<file path="config.mk">
export PLATFORM = sky130hd
export DESIGN_NAME = opnd_ea_unit
export DESIGN_NICKNAME = d
export VERILOG_FILES = /design/src/rtl/opnd_ea_pkg.sv /design/src/rtl/opnd_ea_addgen.sv /design/src/rtl/opnd_ea_immext.sv /design/src/rtl/opnd_ea_seq.sv /design/src/rtl/opnd_ea_unit.sv
export SDC_FILE = /design/constraint.sdc
export NUM_CORES = 1
export LEC_CHECK = 0
export BUFFER_PORTS_ARGS = -buffer_cell sky130_fd_sc_hd__buf_2
export CAP_MARGIN = 5
export CORE_ASPECT_RATIO = 2
export CORE_MARGIN = 3
export CORE_UTILIZATION = 57
export CTS_CLUSTER_DIAMETER = 200
export DETAILED_ROUTE_END_ITERATION = 10
export PLACE_DENSITY = 0.83
export SLEW_MARGIN = 40
export SYNTH_ARGS = -nofsm -noshare
export SYNTH_HDL_FRONTEND = slang
export SYNTH_SLANG_ARGS = --single-unit
</file>
<file path="constraint.sdc">
create_clock -name clk -period 4.52 [get_ports clk]
set_input_delay 0.226 -clock clk [delete_from_list [all_inputs] [get_ports clk]]
set_output_delay 0.226 -clock clk [all_outputs]
set_load 0.05 [all_outputs]
</file>
<file path="src/rtl/opnd_ea_pkg.sv">
package opnd_ea_pkg;

   typedef enum logic [2:0] {
      MD_IMM  = 3'd0,
      MD_DIR  = 3'd1,
      MD_REG  = 3'd2,
      MD_IND  = 3'd3,
      MD_RIND = 3'd4,
      MD_IDX  = 3'd5,
      MD_BAS  = 3'd6,
      MD_RSV  = 3'd7
   } mode_e;

   typedef enum logic [2:0] {
      ST_IDLE = 3'd0,
      ST_REG  = 3'd1,
      ST_RD1  = 3'd2,
      ST_WT1  = 3'd3,
      ST_RD2  = 3'd4,
      ST_WT2  = 3'd5,
      ST_DONE = 3'd6
   } seq_st_e;

   function automatic logic needs_reg(mode_e m);
      return (m == MD_REG) || (m == MD_RIND) || (m == MD_IDX) || (m == MD_BAS);
   endfunction

   function automatic logic needs_mem_first(mode_e m);
      return (m == MD_DIR) || (m == MD_IND);
   endfunction

endpackage

</file>
<file path="src/rtl/opnd_ea_addgen.sv">
module opnd_ea_addgen #(
   parameter int AW = 12
) (
   input  logic [AW-1:0] base_i,
   input  logic [AW-1:0] ofs_i,
   output logic [AW-1:0] ea_o
);
   if (AW < 2) begin : g_bad_aw
      $error("opnd_ea_addgen: AW must be at least 2");
   end

   // Sum truncated to AW bits: wraps modulo 2**AW
   assign ea_o = AW'(base_i + ofs_i);

endmodule

</file>
<file path="src/rtl/opnd_ea_immext.sv">
module opnd_ea_immext #(
   parameter int AW       = 12,
   parameter int DW       = 16,
   parameter bit SIGN_EXT = 1'b1
) (
   input  logic [AW-1:0] fld_i,
   output logic [DW-1:0] val_o
);
   if (DW < AW) begin : g_bad_dw
      $error("opnd_ea_immext: DW must not be below AW");
   end else if (DW == AW) begin : g_same
      assign val_o = fld_i;
   end else if (SIGN_EXT) begin : g_sext
      assign val_o = {{(DW-AW){fld_i[AW-1]}}, fld_i};
   end else begin : g_zext
      assign val_o = {{(DW-AW){1'b0}}, fld_i};
   end

endmodule

</file>
<file path="src/rtl/opnd_ea_seq.sv">
module opnd_ea_seq
   import opnd_ea_pkg::*;
(
   input  logic    clk,
   input  logic    rst_n,
   input  logic    start_i,
   input  mode_e   mode_i,
   input  mode_e   mode_q,
   output seq_st_e state_o
);
   seq_st_e st_q, st_d;

   always_comb begin
      st_d = st_q;
      unique case (st_q)
         ST_IDLE: begin
            if (start_i) begin
               if (needs_reg(mode_i))            st_d = ST_REG;
               else if (needs_mem_first(mode_i)) st_d = ST_RD1;
               else                              st_d = ST_DONE;
            end
         end
         ST_REG:  st_d = (mode_q == MD_REG) ? ST_DONE : ST_RD1;
         ST_RD1:  st_d = ST_WT1;
         ST_WT1:  st_d = (mode_q == MD_IND) ? ST_RD2 : ST_DONE;
         ST_RD2:  st_d = ST_WT2;
         ST_WT2:  st_d = ST_DONE;
         ST_DONE: st_d = ST_IDLE;
         default: st_d = ST_IDLE;
      endcase
   end

   always_ff @(posedge clk) begin
      if (!rst_n) st_q <= ST_IDLE;
      else        st_q <= st_d;
   end

   assign state_o = st_q;

   AST_DONE_PULSE: assert property (@(posedge clk) disable iff (!rst_n)
      (st_q == ST_DONE) |=> (st_q == ST_IDLE));

   AST_SECOND_READ_ONLY_IND: assert property (@(posedge clk) disable iff (!rst_n)
      (st_q == ST_RD2) |-> (mode_q == MD_IND));

endmodule

</file>
<file path="src/rtl/opnd_ea_unit.sv">
module opnd_ea_unit
   import opnd_ea_pkg::*;
#(
   parameter int AW        = 12,
   parameter int DW        = 16,
   parameter int RSW       = 3,
   parameter int INDEX_REG = 1,
   parameter int BASE_REG  = 2,
   parameter bit IMM_SIGN  = 1'b1
) (
   input  logic           clk,
   input  logic           rst_n,
   input  logic           start_i,
   input  logic [2:0]     mode_i,
   input  logic [AW-1:0]  field_i,
   output logic           busy_o,
   output logic           done_o,
   output logic           err_o,
   output logic [DW-1:0]  result_o,
   output logic [RSW-1:0] rf_sel_o,
   input  logic [DW-1:0]  rf_data_i,
   output logic           mem_req_o,
   output logic [AW-1:0]  mem_addr_o,
   input  logic [DW-1:0]  mem_rdata_i
);
   localparam int NREG = 1 << RSW;

   if (DW < AW) begin : g_bad_width
      $error("opnd_ea_unit: data width must cover the address width");
   end
   if (RSW > AW) begin : g_bad_rsw
      $error("opnd_ea_unit: register select wider than the field");
   end
   if (INDEX_REG >= NREG || BASE_REG >= NREG) begin : g_bad_reg
      $error("opnd_ea_unit: index or base register out of range");
   end

   mode_e            mode_in, mode_q;
   seq_st_e          st;
   logic [AW-1:0]    field_q;
   logic [AW-1:0]    ea_q;
   logic [DW-1:0]    res_q;
   logic             rsv_q;
   logic             accept;
   logic [DW-1:0]    imm_val;
   logic [AW-1:0]    ea_sum;

   assign mode_in = mode_e'(mode_i);
   assign accept  = (st == ST_IDLE) && start_i;

   opnd_ea_seq u_seq (
      .clk     (clk),
      .rst_n   (rst_n),
      .start_i (start_i),
      .mode_i  (mode_in),
      .mode_q  (mode_q),
      .state_o (st)
   );

   opnd_ea_immext #(.AW(AW), .DW(DW), .SIGN_EXT(IMM_SIGN)) u_imm (
      .fld_i (field_i),
      .val_o (imm_val)
   );

   opnd_ea_addgen #(.AW(AW)) u_add (
      .base_i (rf_data_i[AW-1:0]),
      .ofs_i  (field_q),
      .ea_o   (ea_sum)
   );

   // Register select: fixed index/base registers, else field low bits
   always_comb begin
      unique case (mode_q)
         MD_IDX:  rf_sel_o = RSW'(INDEX_REG);
         MD_BAS:  rf_sel_o = RSW'(BASE_REG);
         default: rf_sel_o = field_q[RSW-1:0];
      endcase
   end

   always_ff @(posedge clk) begin
      if (!rst_n) begin
         mode_q  <= MD_IMM;
         field_q <= '0;
         ea_q    <= '0;
         res_q   <= '0;
         rsv_q   <= 1'b0;
      end else begin
         unique case (st)
            ST_IDLE: begin
               if (accept) begin
                  mode_q  <= mode_in;
                  field_q <= field_i;
                  ea_q    <= field_i;
                  rsv_q   <= (mode_in == MD_RSV);
                  res_q   <= (mode_in == MD_IMM) ? imm_val : '0;
               end
            end
            ST_REG: begin
               if (mode_q == MD_REG)       res_q <= rf_data_i;
               else if (mode_q == MD_RIND) ea_q  <= rf_data_i[AW-1:0];
               else                        ea_q  <= ea_sum;
            end
            ST_WT1: begin
               if (mode_q == MD_IND) ea_q  <= mem_rdata_i[AW-1:0];
               else                  res_q <= mem_rdata_i;
            end
            ST_WT2:  res_q <= mem_rdata_i;
            default: ;
         endcase
      end
   end

   assign busy_o     = (st != ST_IDLE);
   assign done_o     = (st == ST_DONE);
   assign err_o      = done_o && rsv_q;
   assign result_o   = res_q;
   assign mem_req_o  = (st == ST_RD1) || (st == ST_RD2);
   assign mem_addr_o = ea_q;

   AST_NO_MEM_SHORT_MODES: assert property (@(posedge clk) disable iff (!rst_n)
      mem_req_o |-> !(mode_q inside {MD_IMM, MD_REG, MD_RSV}));

   AST_REQ_THEN_WAIT: assert property (@(posedge clk) disable iff (!rst_n)
      mem_req_o |=> !mem_req_o);

   AST_IND_CHAIN: assert property (@(posedge clk) disable iff (!rst_n)
      (st == ST_RD2) |-> (mem_addr_o == $past(mem_rdata_i[AW-1:0])));

   AST_ERR_ONLY_RSV: assert property (@(posedge clk) disable iff (!rst_n)
      err_o |-> (done_o && mode_q == MD_RSV));

   AST_BUSY_START_IGNORED: assert property (@(posedge clk) disable iff (!rst_n)
      (busy_o && start_i) |=> ($stable(mode_q) && $stable(field_q)));

   AST_RESET_QUIET: assert property (@(posedge clk)
      !rst_n |=> (!done_o && !mem_req_o && !busy_o));

endmodule

</file>
# [After elaboration in Yosys (flattened, before gate mapping)]
# Cells that the tools add are included.
# W data, S select, Z words.
[totals] out_inout_bits=35 in_bits=50 regBits=47 wordCells=63
[classes] n_addsub=1 eq_ne=24 n_reduce_logical=15 n_mux=17
[ops] op="$mux W16" count=4
[ops] op="$pmux W16 S4" count=1
[ops] op="$mux W12" count=4
[ops] op="$pmux W12 S3" count=1
[ops] op="$eq A3 B3 Y1 const B" count=10
[ops] op="$eq A3 B2 Y1 const B" count=6
[ops] op="$pmux W3 S6" count=1
[ops] op="$add A12 B12 Y12" count=1
[ops] op="$mux W3" count=4
[ops] op="$ne A2 B2 Y1 const B" count=6
[ops] op="$reduce_and A4 Y1" count=2
[ops] op="$eq A3 B1 Y1 const B" count=2
[ops] op="$logic_not A3 Y1" count=2
[ops] op="$pmux W3 S2" count=1
[ops] op="$reduce_bool A3 Y1" count=2
[ops] op="$logic_or A1 B1 Y1" count=5
[ops] op="$reduce_bool A4 Y1" count=1
[ops] op="$logic_and A1 B1 Y1" count=2
[ops] op="$mux W2" count=1
[ops] op="$reduce_and A2 Y1" count=1

# [Depth between registers and ports, before layout]
[logic_depth] word_depth=7 ltp_mapped=8 depth_no_buf=8

# [Modules after synthesis]
# From an unflattened synthesis, not the netlist that was laid out.
[unflattened] hier_cells=392 area_unflattened_um2=3329.4
[modules_own_cells] module="opnd_ea_unit" n_inst=1 cells_each=295 area_each_um2=2511.2 seq_area_each_um2=880.8
[modules_own_cells] module="opnd_ea_addgen" n_inst=1 cells_each=59 area_each_um2=503.0 seq_area_each_um2=0.0
[modules_own_cells] module="opnd_ea_seq" n_inst=1 cells_each=22 area_each_um2=195.2 seq_area_each_um2=60.1
[modules_own_cells] module="opnd_ea_immext" n_inst=1 cells_each=16 area_each_um2=120.1 seq_area_each_um2=0.0

# [Worst setup path after synthesis]
# OpenSTA, ideal clock, no wires.
[synth_timing] path_type="register to output" start="register u_seq.st_q[1] (netlist: u_seq.state_o[1])" end="output err_o" slack_ns=2.451 required_time_ns=4.294 arrival_time_ns=1.843 path_buffers=1 stages_incl_launch_ff=5 path_cell_list="dfxtp_1 -> buf_2 -> nand2_1 -> nor2_1 -> and2_1"
[synth_between] elab_chain_len=2
[synth_lines] element="from (decl)" line="opnd_ea_seq.sv:11" rtl="seq_st_e st_q, st_d;"
[synth_lines] element="from (signal assigned)" line="opnd_ea_seq.sv:35" rtl="else st_q <= st_d;"
[synth_lines] element="$eq A3 B3 Y1" line="opnd_ea_unit.sv:114" rtl="assign done_o = (st == ST_DONE);"
[synth_lines] element="named net done_o" line="opnd_ea_unit.sv:17" rtl="output logic done_o,"
[synth_lines] element="$logic_and A1 B1 Y1" line="opnd_ea_unit.sv:115" rtl="assign err_o = done_o && rsv_q;"
[synth_lines] element="to (decl)" line="opnd_ea_unit.sv:18" rtl="output logic err_o,"
# The timed path passes the listed nets, and every way through them passes these cells.

# [Final worst setup path]
[layout_timing] start="register u_seq.st_q[0] (netlist: u_seq.state_o[0])" end="register ea_q[8] (netlist: mem_addr_o[8])"
[layout_between] elab_chain_len=4 elab_cells_between_ends=10 classes_between="5 x eq/ne; 1 x mux; 4 x reduce/logical"
[layout_lines] element="$logic_not A3 Y1" line="opnd_ea_unit.sv:49, opnd_ea_unit.sv:88"
[layout_lines] element="$logic_and A1 B1 Y1" line="opnd_ea_unit.sv:49" rtl="assign accept = (st == ST_IDLE) && start_i;"
[layout_lines] element="$ne A2 B2 Y1 (no line)"
[layout_lines] element="$reduce_and A4 Y1 (no line)"
[layout_lines] element="to (signal assigned)" line="opnd_ea_unit.sv:93" rtl="ea_q <= field_i;"
[layout_lines] element="to (signal assigned)" line="opnd_ea_unit.sv:100" rtl="else if (mode_q == MD_RIND) ea_q <= rf_data_i[AW-1:0];"
[layout_lines] element="to (signal assigned)" line="opnd_ea_unit.sv:101" rtl="else ea_q <= ea_sum;"
[layout_lines] element="to (decl)" line="opnd_ea_unit.sv:41" rtl="logic [AW-1:0] ea_q;"
# Several ways; a longest one is shown, not always the timed one.
# A chain may end at the register's enable or synchronous reset.

==> summary.txt <==
Slew margin rel. = 44.5%
Fin nets = 540
Post-route clock period utilization = 53.8%
Area delta synth->final = 17.3%
Worst Hold Path EP = field_q[0]
Seq/Total Area, Yosys = 29.6%
Total track usage = 31.9%
Maximum fanout along the worst path = 20
Area leader, netlist = dfxtp_1
Die ar. = 6560 um2
CP delay by family, top = flip-flops
Mux share of post-synthesis cell area = 2.21%
CP Depth = 5
CTS tree = done
Netlist cell types = 61
Synth Flop Type = dfxtp_1
Antenna fix cells = 0
Setup TNS = 0 ns
Worst vdd rail ir drop = 0.000347 V
Global route overflow = 0
Slew @ Worst Pin = 0.833 ns
Unrepaired setup endpoints after global routing = false
Initial DRC count = 335
HPWL after DPL = 7250 um
Final non-filler cell area = 3730 um2
Worst-case reg-to-reg path depth = 5
FF-to-FF End = mem_addr_o[8]
Status = finished, final reports clean
Final Hold Vio Count = 0
CTS root buffer = clkbuf_8
I/O Pins = 85
Min Tclk post-route = 2.43 ns
Synthesized flop and latch total = 47
Synth Area in XOR/XNOR = 0.827%
WP buf/inv = 1
Longest Clk Path Bufs = 2
Crit path DAT = 2.65 ns
Clk pin slew, worst setup/hold paths = 0.09 ns
Layout Utilization = 70.6%
H-tree depth = 2
RePlAce Congestion = 0.925
P_leak = 1.70 nW
Cells after Synth = 411
Initial antenna violation count = 0
Die X = 58.8 um
Hold Path Stages = 3
CTS Buf Count = 5
Vias = 3500
Postcts setup bufs = 0
First-pass GRT wire length = 16500 um
Final WL = 10100 um
Simple-Gate Fraction of Synth Area = 25.4%
CP Launch Type = flip-flop
TritonRoute pass-1 iters = 6
Core region area = 5280 um2
CP max-delay cell = dfxtp_1
Clk Latency, worst-skew pair = 0.32 ns
Resized cells post-CTS = 0
Fill cells = 457
Vias in the first global route = 3396
DR WL/cell = 18.8 um
Placed inst area = 3590 um2
Max-cap viol count = 0
Clock Sinks = 47
Largest family of logic cells by synthesized area = compound AO/OA/AOI/OAI gates
Via density = 6.52
Post-synthesis compound-gate area fraction = 31.3%
Hold WC Path Type = input pin to flip-flop
CTS Hold Buffers Added = 0
Power Dens Cells = 466 nW/um2
Post-synthesis adder-cell area fraction = 4.96%
Row Count = 37
Mapped Nets = 473
Share of cells above drive strength 1 = 23.2%
WP data required = 4.74 ns
Worst Setup End Kind = flip-flop
Remaining DRCs = 0
Setup Crit Path Kind = flip-flop to flip-flop
Hold_ws = 0.176 ns
Setup Skew = 0.00796 ns
Fmax = 411 MHz
Critical Path, Cell by Cell = inv_2 > o221a_4 > nor2_4 > mux2i_1 > nor4b_1
Top post-synthesis cells by area = dfxtp_1, nand2_1, ha_1
Synth top area share = 29.6%
Final setup fails = 0
Post-Syn Area = 3180 um2
Hold path startpoint = field_i[0]
Die height = 112 um
Fin. max-slew vios = 0
Number of flops mapped to enable cells by yosys = 0
Worst reg2reg startpoint = u_seq.state_o[0]
Post-synth ARST share = 0%
Post-DRT Antenna Nets = 0
R2R Setup Slk = 2.09 ns
Synth Area per Inst = 7.73 um2
Max incr delay on CP = 0.79 ns
Ys Warns = 0
Effective utilization at floorplan = 60.2%
Largest net degree at the start of global routing = 49
Port-buffer cells = 84
## worst register-to-register path: cells and delay by family (launching register included)
family,cells,cell delay [ns]
flip-flops,1,0.79
multiplexers,1,0.16
buffers and inverters,1,0.27
AND/OR/NAND/NOR,2,0.74
AO/OA/AOI/OAI,1,0.37
## state kept, by name, summed over array words and instances, names as in the netlist
signal and count:
rsv_q 1, mode_q 3, field_q 12, mem_addr_o 12
result_o 16, u_seq.state_o 3
## how the worst max path moves through the flow
stage / end / startpoint
6_report: mem_addr_o[8] / u_seq.state_o[0]
5_1_grt: mem_addr_o[8] / u_seq.state_o[0]
4_1_cts: mem_addr_o[8] / u_seq.state_o[0]
3_5_place_dp: mem_addr_o[9] / u_seq.state_o[0]
3_3_place_gp: result_o[6] / u_seq.state_o[1]
2_1_floorplan: err_o / u_seq.state_o[1]
## cell usage in the layout, fill, tap and decap left out, types with 4 or more instances in the layout
master	Yosys	final
a2111oi_0	4	4
a211oi_1	4	4
a21boi_0	17	17
a21o_1	5	5
a21oi_1	27	27
a222oi_1	4	4
a22oi_1	12	12
a31oi_1	5	5
and2_1	5	5
and3_1	7	7
buf_2	12	84
clkbuf_8	0	6
dfxtp_1	47	46
ha_1	11	11
inv_1	11	11
mux2i_1	7	7
nand2_1	62	62
nand3_1	22	22
nand4_1	4	4
nor2_1	16	15
nor2b_1	7	6
nor3_1	10	10
o211a_1	12	12
o211ai_1	7	7
o21ai_0	26	26
or3_1	5	5
## metal layers
layer	GRT usage (%)	wire length (um)
met1	38.5	3810
met2	54.9	5230
met3	4.41	733
met4	12.7	294
met5	0	0
## area by class of cell
class	instances	area [um2]	area share, %
multi-input cells	323	2090	56.1
clock inverters	1	8.76	0.235
flip-flops and latches	47	942	25.3
clock buffers	7	86.3	2.32
repair buffers	89	482	12.9
inverters	12	45.0	1.21
well taps	58	72.6	1.95
## kinds of logic after synthesis
family                   Yosys count
AND/OR/NAND/NOR                  160
buffers and inverters             41
AO/OA/AOI/OAI                    141
multiplexers                       7
XOR/XNOR                           3
adder cells (fa/ha/maj)           12
flip-flops                        47
## cell usage after synthesis, drive strengths merged (2+ instances only)
| library cell | n |
|---|---|
| a21o | 5 |
| and4 | 2 |
| and3 | 7 |
| nor4 | 2 |
| o211ai | 8 |
| a21oi | 28 |
| o2111ai | 3 |
| o211a | 12 |
| a211oi | 4 |
| nor2 | 17 |
| nor3 | 10 |
| or3 | 5 |
| a41oi | 2 |
| nor3b | 3 |
| a221oi | 2 |
| dfxtp | 47 |
| or4 | 2 |
| or3b | 2 |
| a31oi | 5 |
| nand4 | 4 |
| o21ai | 26 |
| a2111oi | 4 |
| buf | 15 |
| inv | 12 |
| and2 | 5 |
| a222oi | 4 |
| nor2b | 7 |
| o22ai | 3 |
| nand2 | 62 |
| xor2 | 2 |
| nor4b | 2 |
| nand3 | 22 |
| a22oi | 12 |
| clkbuf | 14 |
| ha | 11 |
| mux2i | 7 |
| a21boi | 17 |
| nand2b | 3 |
## per-stage QoR
stage	total power [mW]	instances	worst slack (ns)
after CTS	1.72	535	1.90
final	1.74	537	2.09
after global placement	1.42	527	1.98
after floorplan	1.22	411	2.45
after global routing	1.84	537	1.92
after detailed placement	1.44	527	1.96
## power breakdown
| part | switching [mW] | internal (mW) |
|---|---|---|
| Combinational | 0.615 | 0.267 |
| Clock | 0.151 | 0.126 |
| Sequential | 0.0812 | 0.497 |
Power figures use the tool's default switching activity.
